--- src/rtl/regcmd_pkg.sv ---
package regcmd_pkg;

    localparam logic [1:0] PKT_TYPE_CMD = 2'b10;
    localparam int SEQ_W  = 12;
    localparam int ID_W   = 16;
    localparam int WORD_W = 64;

    typedef enum logic [1:0] {
        OP_WR       = 2'd0,
        OP_WR_TIMED = 2'd1,
        OP_RD       = 2'd2,
        OP_USER_RD  = 2'd3
    } op_e;

    typedef enum logic [1:0] {
        ST_IDLE = 2'd0,
        ST_SEND = 2'd1,
        ST_WAIT = 2'd2
    } state_e;

    // One command as issued to the serializer
    typedef struct packed {
        logic              timed;
        logic [SEQ_W-1:0]  seq;
        logic [ID_W-1:0]   dst;
        logic [7:0]        addr;
        logic [31:0]       data;
        logic [WORD_W-1:0] ts;
    } cmd_t;

    // Fields pulled out of a response packet
    typedef struct packed {
        logic              eob;
        logic              has_time;
        logic [SEQ_W-1:0]  seq;
        logic [WORD_W-1:0] ts;
        logic [WORD_W-1:0] data;
    } rsp_t;

    function automatic logic [WORD_W-1:0] cmd_header(cmd_t c, logic [ID_W-1:0] src);
        logic [15:0] len;
        len = c.timed ? 16'd24 : 16'd16;
        return {PKT_TYPE_CMD, c.timed, 1'b0, c.seq, len, src, c.dst};
    endfunction

    function automatic logic [WORD_W-1:0] cmd_payload(cmd_t c);
        return {24'd0, c.addr, c.data};
    endfunction

endpackage

--- src/rtl/regcmd_tx.sv ---
module regcmd_tx
    import regcmd_pkg::*;
#(
    parameter logic [ID_W-1:0] SRC_ID = 16'h0010
)(
    input  logic              clk,
    input  logic              rst,
    input  logic              start,
    input  cmd_t              cmd_in,
    output logic [WORD_W-1:0] m_tdata,
    output logic              m_tvalid,
    output logic              m_tlast,
    input  logic              m_tready,
    output logic              sent
);
    localparam int IDX_W = 2;

    cmd_t             cmd_q;
    logic             active_q;
    logic [IDX_W-1:0] idx_q;
    logic [IDX_W-1:0] last_idx;

    assign last_idx = cmd_q.timed ? IDX_W'(2) : IDX_W'(1);
    assign m_tvalid = active_q;
    assign m_tlast  = active_q && (idx_q == last_idx);
    assign sent     = m_tvalid && m_tready && m_tlast;

    always_comb begin
        if (idx_q == '0)
            m_tdata = cmd_header(cmd_q, SRC_ID);
        else if (idx_q == IDX_W'(1) && cmd_q.timed)
            m_tdata = cmd_q.ts;
        else
            m_tdata = cmd_payload(cmd_q);
    end

    always_ff @(posedge clk) begin
        if (rst) begin
            cmd_q    <= '0;
            active_q <= 1'b0;
            idx_q    <= '0;
        end else if (start) begin
            cmd_q    <= cmd_in;
            active_q <= 1'b1;
            idx_q    <= '0;
        end else if (active_q && m_tready) begin
            if (m_tlast)
                active_q <= 1'b0;
            else
                idx_q <= idx_q + IDX_W'(1);
        end
    end
endmodule

--- src/rtl/regcmd_rx.sv ---
module regcmd_rx
    import regcmd_pkg::*;
(
    input  logic              clk,
    input  logic              rst,
    input  logic              en,
    input  logic [WORD_W-1:0] s_tdata,
    input  logic              s_tvalid,
    input  logic              s_tlast,
    output logic              s_tready,
    output logic              done,
    output rsp_t              rsp
);
    localparam int IDX_W = 2;
    localparam logic [IDX_W-1:0] IDX_MAX = '1;

    logic [IDX_W-1:0] idx_q;
    logic             ht_q, eob_q;
    logic [SEQ_W-1:0] seq_q;
    logic [WORD_W-1:0] ts_q, data_q;
    logic             beat, first;
    logic [IDX_W-1:0] pay_idx;
    rsp_t             cur;

    assign s_tready = en;
    assign beat     = en && s_tvalid;
    assign first    = (idx_q == '0);
    assign done     = beat && s_tlast;

    // Fields as they stand including the beat on the bus this cycle
    always_comb begin
        cur.has_time = first ? s_tdata[61] : ht_q;
        cur.eob      = first ? s_tdata[60] : eob_q;
        cur.seq      = first ? s_tdata[59:48] : seq_q;
        pay_idx      = cur.has_time ? IDX_W'(2) : IDX_W'(1);
        if (first)
            cur.ts = '0;
        else if (idx_q == IDX_W'(1) && ht_q)
            cur.ts = s_tdata;
        else
            cur.ts = ts_q;
        if (first)
            cur.data = '0;
        else if (idx_q == pay_idx)
            cur.data = s_tdata;
        else
            cur.data = data_q;
    end

    assign rsp = cur;

    always_ff @(posedge clk) begin
        if (rst) begin
            idx_q  <= '0;
            ht_q   <= 1'b0;
            eob_q  <= 1'b0;
            seq_q  <= '0;
            ts_q   <= '0;
            data_q <= '0;
        end else if (beat) begin
            if (s_tlast)
                idx_q <= '0;
            else if (idx_q != IDX_MAX)
                idx_q <= idx_q + IDX_W'(1);
            ht_q   <= cur.has_time;
            eob_q  <= cur.eob;
            seq_q  <= cur.seq;
            ts_q   <= cur.ts;
            data_q <= cur.data;
        end
    end
endmodule

--- src/rtl/regcmd_engine.sv ---
module regcmd_engine
    import regcmd_pkg::*;
#(
    parameter logic [ID_W-1:0] SRC_ID       = 16'h0010,
    parameter logic [ID_W-1:0] BASE_ID      = 16'h0020,
    parameter int              PORT_W       = 4,
    parameter logic [7:0]      RB_SEL_REG   = 8'd1,
    parameter logic [7:0]      USER_SEL_REG = 8'd2,
    parameter logic [31:0]     USER_RB_IDX  = 32'd8
)(
    input  logic              clk,
    input  logic              rst,
    input  logic              req_valid,
    output logic              req_ready,
    input  logic [1:0]        req_op,
    input  logic [7:0]        req_addr,
    input  logic [31:0]       req_data,
    input  logic [63:0]       req_time,
    input  logic [PORT_W-1:0] req_port,
    output logic              busy,
    output logic              rsp_valid,
    output logic [63:0]       rsp_data,
    output logic              rsp_eob,
    output logic              rsp_has_time,
    output logic [63:0]       rsp_time,
    output logic              seq_err,
    output logic [63:0]       m_tdata,
    output logic              m_tvalid,
    output logic              m_tlast,
    input  logic              m_tready,
    input  logic [63:0]       s_tdata,
    input  logic              s_tvalid,
    input  logic              s_tlast,
    output logic              s_tready
);
    localparam logic [7:0] USER_ADDR_FLOOR = 8'h80;

    state_e            state_q;
    op_e               op_q, cur_op;
    logic [7:0]        addr_q, cur_addr;
    logic [31:0]       data_q, cur_data;
    logic [63:0]       time_q, cur_time;
    logic [PORT_W-1:0] port_q, cur_port;
    logic              stage_q, cur_stage;
    logic [SEQ_W-1:0]  seq_q;

    logic accept, follow_on, tx_start, tx_sent, rx_en, rx_done;
    cmd_t cmd;
    rsp_t rx_rsp;

    assign accept    = req_valid && (state_q == ST_IDLE);
    assign rx_en     = (state_q == ST_WAIT);
    assign follow_on = rx_done && (op_q == OP_USER_RD) && !stage_q;
    assign tx_start  = accept || follow_on;
    assign busy      = (state_q != ST_IDLE);
    assign req_ready = !busy;

    // Request fields come from the ports on acceptance, from the latch after
    assign cur_op    = accept ? op_e'(req_op) : op_q;
    assign cur_addr  = accept ? req_addr : addr_q;
    assign cur_data  = accept ? req_data : data_q;
    assign cur_time  = accept ? req_time : time_q;
    assign cur_port  = accept ? req_port : port_q;
    assign cur_stage = accept ? 1'b0 : 1'b1;

    always_comb begin
        cmd.timed = (cur_op == OP_WR_TIMED);
        cmd.seq   = accept ? seq_q : seq_q + SEQ_W'(1);
        cmd.dst   = BASE_ID + ID_W'(cur_port);
        cmd.ts    = cmd.timed ? cur_time : '0;
        case (cur_op)
            OP_RD: begin
                cmd.addr = RB_SEL_REG;
                cmd.data = {24'd0, cur_addr};
            end
            OP_USER_RD: begin
                if (!cur_stage) begin
                    cmd.addr = USER_SEL_REG;
                    cmd.data = {24'd0, cur_addr | USER_ADDR_FLOOR};
                end else begin
                    cmd.addr = RB_SEL_REG;
                    cmd.data = USER_RB_IDX;
                end
            end
            default: begin
                cmd.addr = cur_addr;
                cmd.data = cur_data;
            end
        endcase
    end

    regcmd_tx #(.SRC_ID(SRC_ID)) u_tx (
        .clk(clk), .rst(rst), .start(tx_start), .cmd_in(cmd),
        .m_tdata(m_tdata), .m_tvalid(m_tvalid), .m_tlast(m_tlast),
        .m_tready(m_tready), .sent(tx_sent)
    );

    regcmd_rx u_rx (
        .clk(clk), .rst(rst), .en(rx_en),
        .s_tdata(s_tdata), .s_tvalid(s_tvalid), .s_tlast(s_tlast),
        .s_tready(s_tready), .done(rx_done), .rsp(rx_rsp)
    );

    always_ff @(posedge clk) begin
        if (rst) begin
            state_q      <= ST_IDLE;
            op_q         <= OP_WR;
            addr_q       <= '0;
            data_q       <= '0;
            time_q       <= '0;
            port_q       <= '0;
            stage_q      <= 1'b0;
            seq_q        <= '0;
            seq_err      <= 1'b0;
            rsp_valid    <= 1'b0;
            rsp_data     <= '0;
            rsp_eob      <= 1'b0;
            rsp_has_time <= 1'b0;
            rsp_time     <= '0;
        end else begin
            rsp_valid <= 1'b0;
            case (state_q)
                ST_IDLE: if (accept) begin
                    op_q    <= cur_op;
                    addr_q  <= req_addr;
                    data_q  <= req_data;
                    time_q  <= req_time;
                    port_q  <= req_port;
                    stage_q <= 1'b0;
                    state_q <= ST_SEND;
                end
                ST_SEND: if (tx_sent) state_q <= ST_WAIT;
                ST_WAIT: if (rx_done) begin
                    seq_q <= seq_q + SEQ_W'(1);
                    if (rx_rsp.seq != seq_q) seq_err <= 1'b1;
                    if (follow_on) begin
                        stage_q <= 1'b1;
                        state_q <= ST_SEND;
                    end else begin
                        rsp_valid    <= 1'b1;
                        rsp_data     <= rx_rsp.data;
                        rsp_eob      <= rx_rsp.eob;
                        rsp_has_time <= rx_rsp.has_time;
                        rsp_time     <= rx_rsp.ts;
                        state_q      <= ST_IDLE;
                    end
                end
                default: state_q <= ST_IDLE;
            endcase
        end
    end
endmodule

--- config.mk ---
export PLATFORM = sky130hd
export DESIGN_NAME = regcmd_engine
export DESIGN_NICKNAME = d
export VERILOG_FILES = /design/src/rtl/regcmd_pkg.sv /design/src/rtl/regcmd_tx.sv /design/src/rtl/regcmd_rx.sv /design/src/rtl/regcmd_engine.sv
export SDC_FILE = /design/constraint.sdc
export NUM_CORES = 1
export LEC_CHECK = 0
export ABC_AREA = 1
export CAP_MARGIN = 20
export CELL_PAD_IN_SITES_DETAIL_PLACEMENT = 1
export CELL_PAD_IN_SITES_GLOBAL_PLACEMENT = 2
export CORE_MARGIN = 4
export CORE_UTILIZATION = 27
export DETAILED_ROUTE_END_ITERATION = 8
export HOLD_SLACK_MARGIN = 0.06
export PLACE_DENSITY_LB_ADDON = 0.05
export SLEW_MARGIN = 40
export SYNTH_ARGS = -nofsm -noshare
export SYNTH_HDL_FRONTEND = slang
export SYNTH_HIERARCHICAL = 1
export SYNTH_SLANG_ARGS = --single-unit
--- constraint.sdc ---
create_clock -name clk -period 2.05 [get_ports clk]
set_clock_uncertainty 0.05 [all_clocks]
set_input_delay 0.41 -clock clk [delete_from_list [all_inputs] [get_ports clk]]
set_output_delay 0.41 -clock clk [all_outputs]
set_load 0.005 [all_outputs]
==> metrics.txt <==
Worst-Margin Slew 690 ps; Combinational Power Share 0.143; Post-DP HPWL about 64,000 um; via count between 20,000 and 25,000; CP required 1590 ps; sequential power share 0.402; critical path peak fanout 8; Hold Violations, Final 0; crit path cell chain buf_6 -> ha_4 -> nand2_8 -> inv_6 -> buf_12 -> buf_12 -> buf_12 -> buf_6 -> nor2_4 -> nor2_2 -> buf_2; Max-Slew Margin vs Limit 0.540; hold_ws 397 ps; Internal 0.0199 W; Most common cell on crit path buf_12; share of layout cells above drive strength 1 0.322; crit path time final between 2000 and 3000 ps; synth unique cells 40; Die Wd 306 um; type of the worst setup path reg -> out; Power Dens Cells approximately 700 nW/um^2; initial core utilization 0.272; VDD IR max ~0.47 mV; worst skew pair latency between 600 and 700 ps; die area around 94,000 um^2; ANT nets after route 0; max incr delay on CP about 330 ps; Max H-tree Level 3; Vias/cell between 4 and 5; Ports ~380; Sink Count 537; ys flop type dfxtp_1; switching portion of total power 0.261; Placer Congestion 0.772; WL/cell between 20 and 25 um; Setup crit start kind flop; DR iter-0 viols a little over 1,000; delay-heaviest family, CP buffers and inverters; first-pass iteration count of the detailed router 5; clock buffer depth 3; Tightest Hold Check Type reg -> reg; gr usage total 0.213; Final period util 1.27; unrepaired setup endpoints after global routing true; Synth Area per Inst 7.27 um^2; CP Capture Type output pin; grt total ovfl 0; ys async rst share 0; P&R area growth vs syn 62.3%; first-pass GRT wire length 156,000 um; initial antenna violation count 16; crit path DAT around 2100 ps; sequential share of the synthesized area 0.447; overall power between 0.02 and 0.03 W; Clk pwr share 0.454; core area between 80,000 and 90,000 um^2; Vert. Die Dim 306 um; total wire length between 100,000 and 150,000 um; status complete, but fails checks; crit path max-delay cell type dfxtp_2; pre-CTS setup slack -410 ps; Setup violations, final 224; post-synthesis register bit count around 540; Syn. warnings 6; CTS Buf Count 69; Post-synth EDFFs 0; Final #Nets 4,132; final max-slew violation count 0; TritonCTS clock tree yes; Max Clock Freq between 300 and 400 MHz; failing checks negative setup slack; Gate Count Post-Synth about 3,300; clk slew on worst S/H paths around 60 ps; drt drc 0; final worst setup slack -554 ps; I/O Buffers 380; max cap viols 0; root buffer cell clkbuf_16; Rows ~110; Syn Std Cell Area about 24,000 um^2; vias in the first global route roughly 26,000; largest net degree at the start of global routing about 110; Psw slightly above 0.007 W; buffers and inverters on the worst path 7; leakage power between 15 and 20 nW
worst reg2reg max path, delay by kind of cell (launching register included):
family | cells | cell delay, ps
AND/OR/NAND/NOR | 6 | 490
buffers and inverters | 8 | 1050
flip-flops | 1 | 350
AO/OA/AOI/OAI | 1 | 60
sequential cells by signal (all words and copies together) (netlist names):
signal / cells
u_rx/idx_q: 2
u_rx/ht_q: 1
u_rx/data_q: 64
u_rx/eob_q: 1
rsp_time: 64
seq_q: 12
seq_err: 1
op_q: 2
u_rx/ts_q: 64
time_q: 64
u_tx/cmd_q: 133
addr_q: 8
u_tx/m_tvalid: 1
state_q: 2
rsp_valid: 1
u_tx/idx_q: 2
rsp_has_time: 1
u_rx/seq_q: 12
stage_q: 1
port_q: 4
rsp_eob: 1
rsp_data: 64
data_q: 32
metal layers:
| layer | routed length, um | part of all wire | vias up | track usage |
|---|---|---|---|---|
| met5 | 68 | 0.00062 | - | 0 |
| met4 | 2870 | 0.026 | 10 | 0.0582 |
| met3 | 4800 | 0.044 | 149 | 0.0393 |
| met2 | 53200 | 0.49 | 419 | 0.365 |
| met1 | 48100 | 0.44 | 12104 | 0.274 |
| li1 | - | - | 11821 | - |
power groups by stage:
stage / Sequential (W) / Clock, W / Combinational [W]
after floorplan: 0.0110 / 0 / 0.00135
after global placement: 0.0110 / 0 / 0.00263
after detailed placement: 0.0110 / 0 / 0.00266
after CTS: 0.0108 / 0.0126 / 0.00337
after global routing: 0.0109 / 0.0130 / 0.00413
final: 0.0108 / 0.0122 / 0.00386
final cells by class:
type	count	area, um^2
fill	10246	49400
multi-input combinational	2200	13700
sequential	537	10800
timing repair buffer	797	9340
clock buffer	104	2110
tap	1165	1460
inverter	336	1340
clock inverter	16	140
timing repair inverter	5	119
antenna	8	20.0
final timing paths:
path / from / to / slack (ps) / cells past startpoint
worst max-delay path: u_tx/idx_q[0]$_SDFFE_PP0P_ / m_tdata[16] / -550 / 11
worst min-delay path: seq_err$_SDFFE_PP0P_ / seq_err$_SDFFE_PP0P_ / 400 / 2
worst max register to register: state_q[1]$_SDFFE_PP0P_ / u_tx/cmd_q[111]$_SDFFE_PP0P_ / -80 / 15
worst min register to register: seq_err$_SDFFE_PP0P_ / seq_err$_SDFFE_PP0P_ / 400 / 2
placed cells by master (no fill, tap or decap), types with 40 or more instances in the layout:
cell	instances
nand2_2	59
buf_4	217
nand2_1	347
o21ai_2	43
buf_6	59
nor2_2	80
nor2_4	87
a21oi_1	233
mux2i_1	98
clkdlybuf4s50_1	310
nor2_1	393
dfxtp_1	527
nand2_4	136
nand3_1	117
o21ai_1	60
buf_2	40
o21ai_0	227
or2_2	69
a21oi_2	119
buf_12	77
inv_1	316
clkbuf_16	95
buf_16	49
metrics by stage:
step | instances | TNS (ps) | util | area, um^2
floorplan | 3316 | 0 | - | 24100
global placement | 4868 | -93270 | 0.346 | 30600
detailed placement | 4868 | -97960 | 0.346 | 30600
CTS | 5106 | -49720 | 0.406 | 35900
global route | 5162 | -53450 | 0.441 | 39000
finish | 5168 | -30190 | 0.441 | 39000
cell families after synthesis:
family | count (synthesis) | synth area share
other cells | 2 | 0.000312
simple gates | 1327 | 0.230
mux | 101 | 0.0421
buf+inv | 580 | 0.108
xor+xnor | 17 | 0.00619
fa+ha+maj | 6 | 0.00312
compound gates | 736 | 0.162
flops | 537 | 0.447
cell usage after synthesis (2+ instances only):
library cell | instances | area share
conb_1 | 2 | 0.00031
o21ai_1 | 36 | 0.0075
or2_2 | 69 | 0.018
buf_6 | 30 | 0.014
buf_1 | 6 | 0.00094
a21oi_2 | 42 | 0.015
ha_1 | 6 | 0.0031
nand4_1 | 4 | 0.0010
inv_4 | 2 | 0.00052
nand2_2 | 16 | 0.0042
a21oi_1 | 310 | 0.065
mux2i_1 | 101 | 0.042
a31oi_1 | 20 | 0.0052
nand2_4 | 3 | 0.0014
xor2_1 | 8 | 0.0029
a211oi_1 | 3 | 0.00094
dfxtp_1 | 537 | 0.45
xnor2_1 | 9 | 0.0033
buf_2 | 59 | 0.012
inv_1 | 327 | 0.051
inv_2 | 6 | 0.00094
nand2_1 | 528 | 0.082
nor2_1 | 558 | 0.087
o22ai_1 | 7 | 0.0018
nand3_1 | 123 | 0.026
clkbuf_1 | 118 | 0.018
nor3_1 | 2 | 0.00042
o21ai_0 | 312 | 0.065
nand3_2 | 21 | 0.0087
buf_4 | 30 | 0.0094
o211ai_1 | 2 | 0.00062
timing repair:
| item | CTS | global route |
|---|---|---|
| pin swaps | 69 | 100 |
| buffers inserted | 75 | 42 |
| endpoints found under the hold margin | 2 | 0 |
| gates resized for setup | 686 | 683 |
| cloned | 51 | 30 |
| setup endpoints to repair | 230 | 383 |
| hold buffers | 1 | 0 |
(Power assumes the default switching activity.)
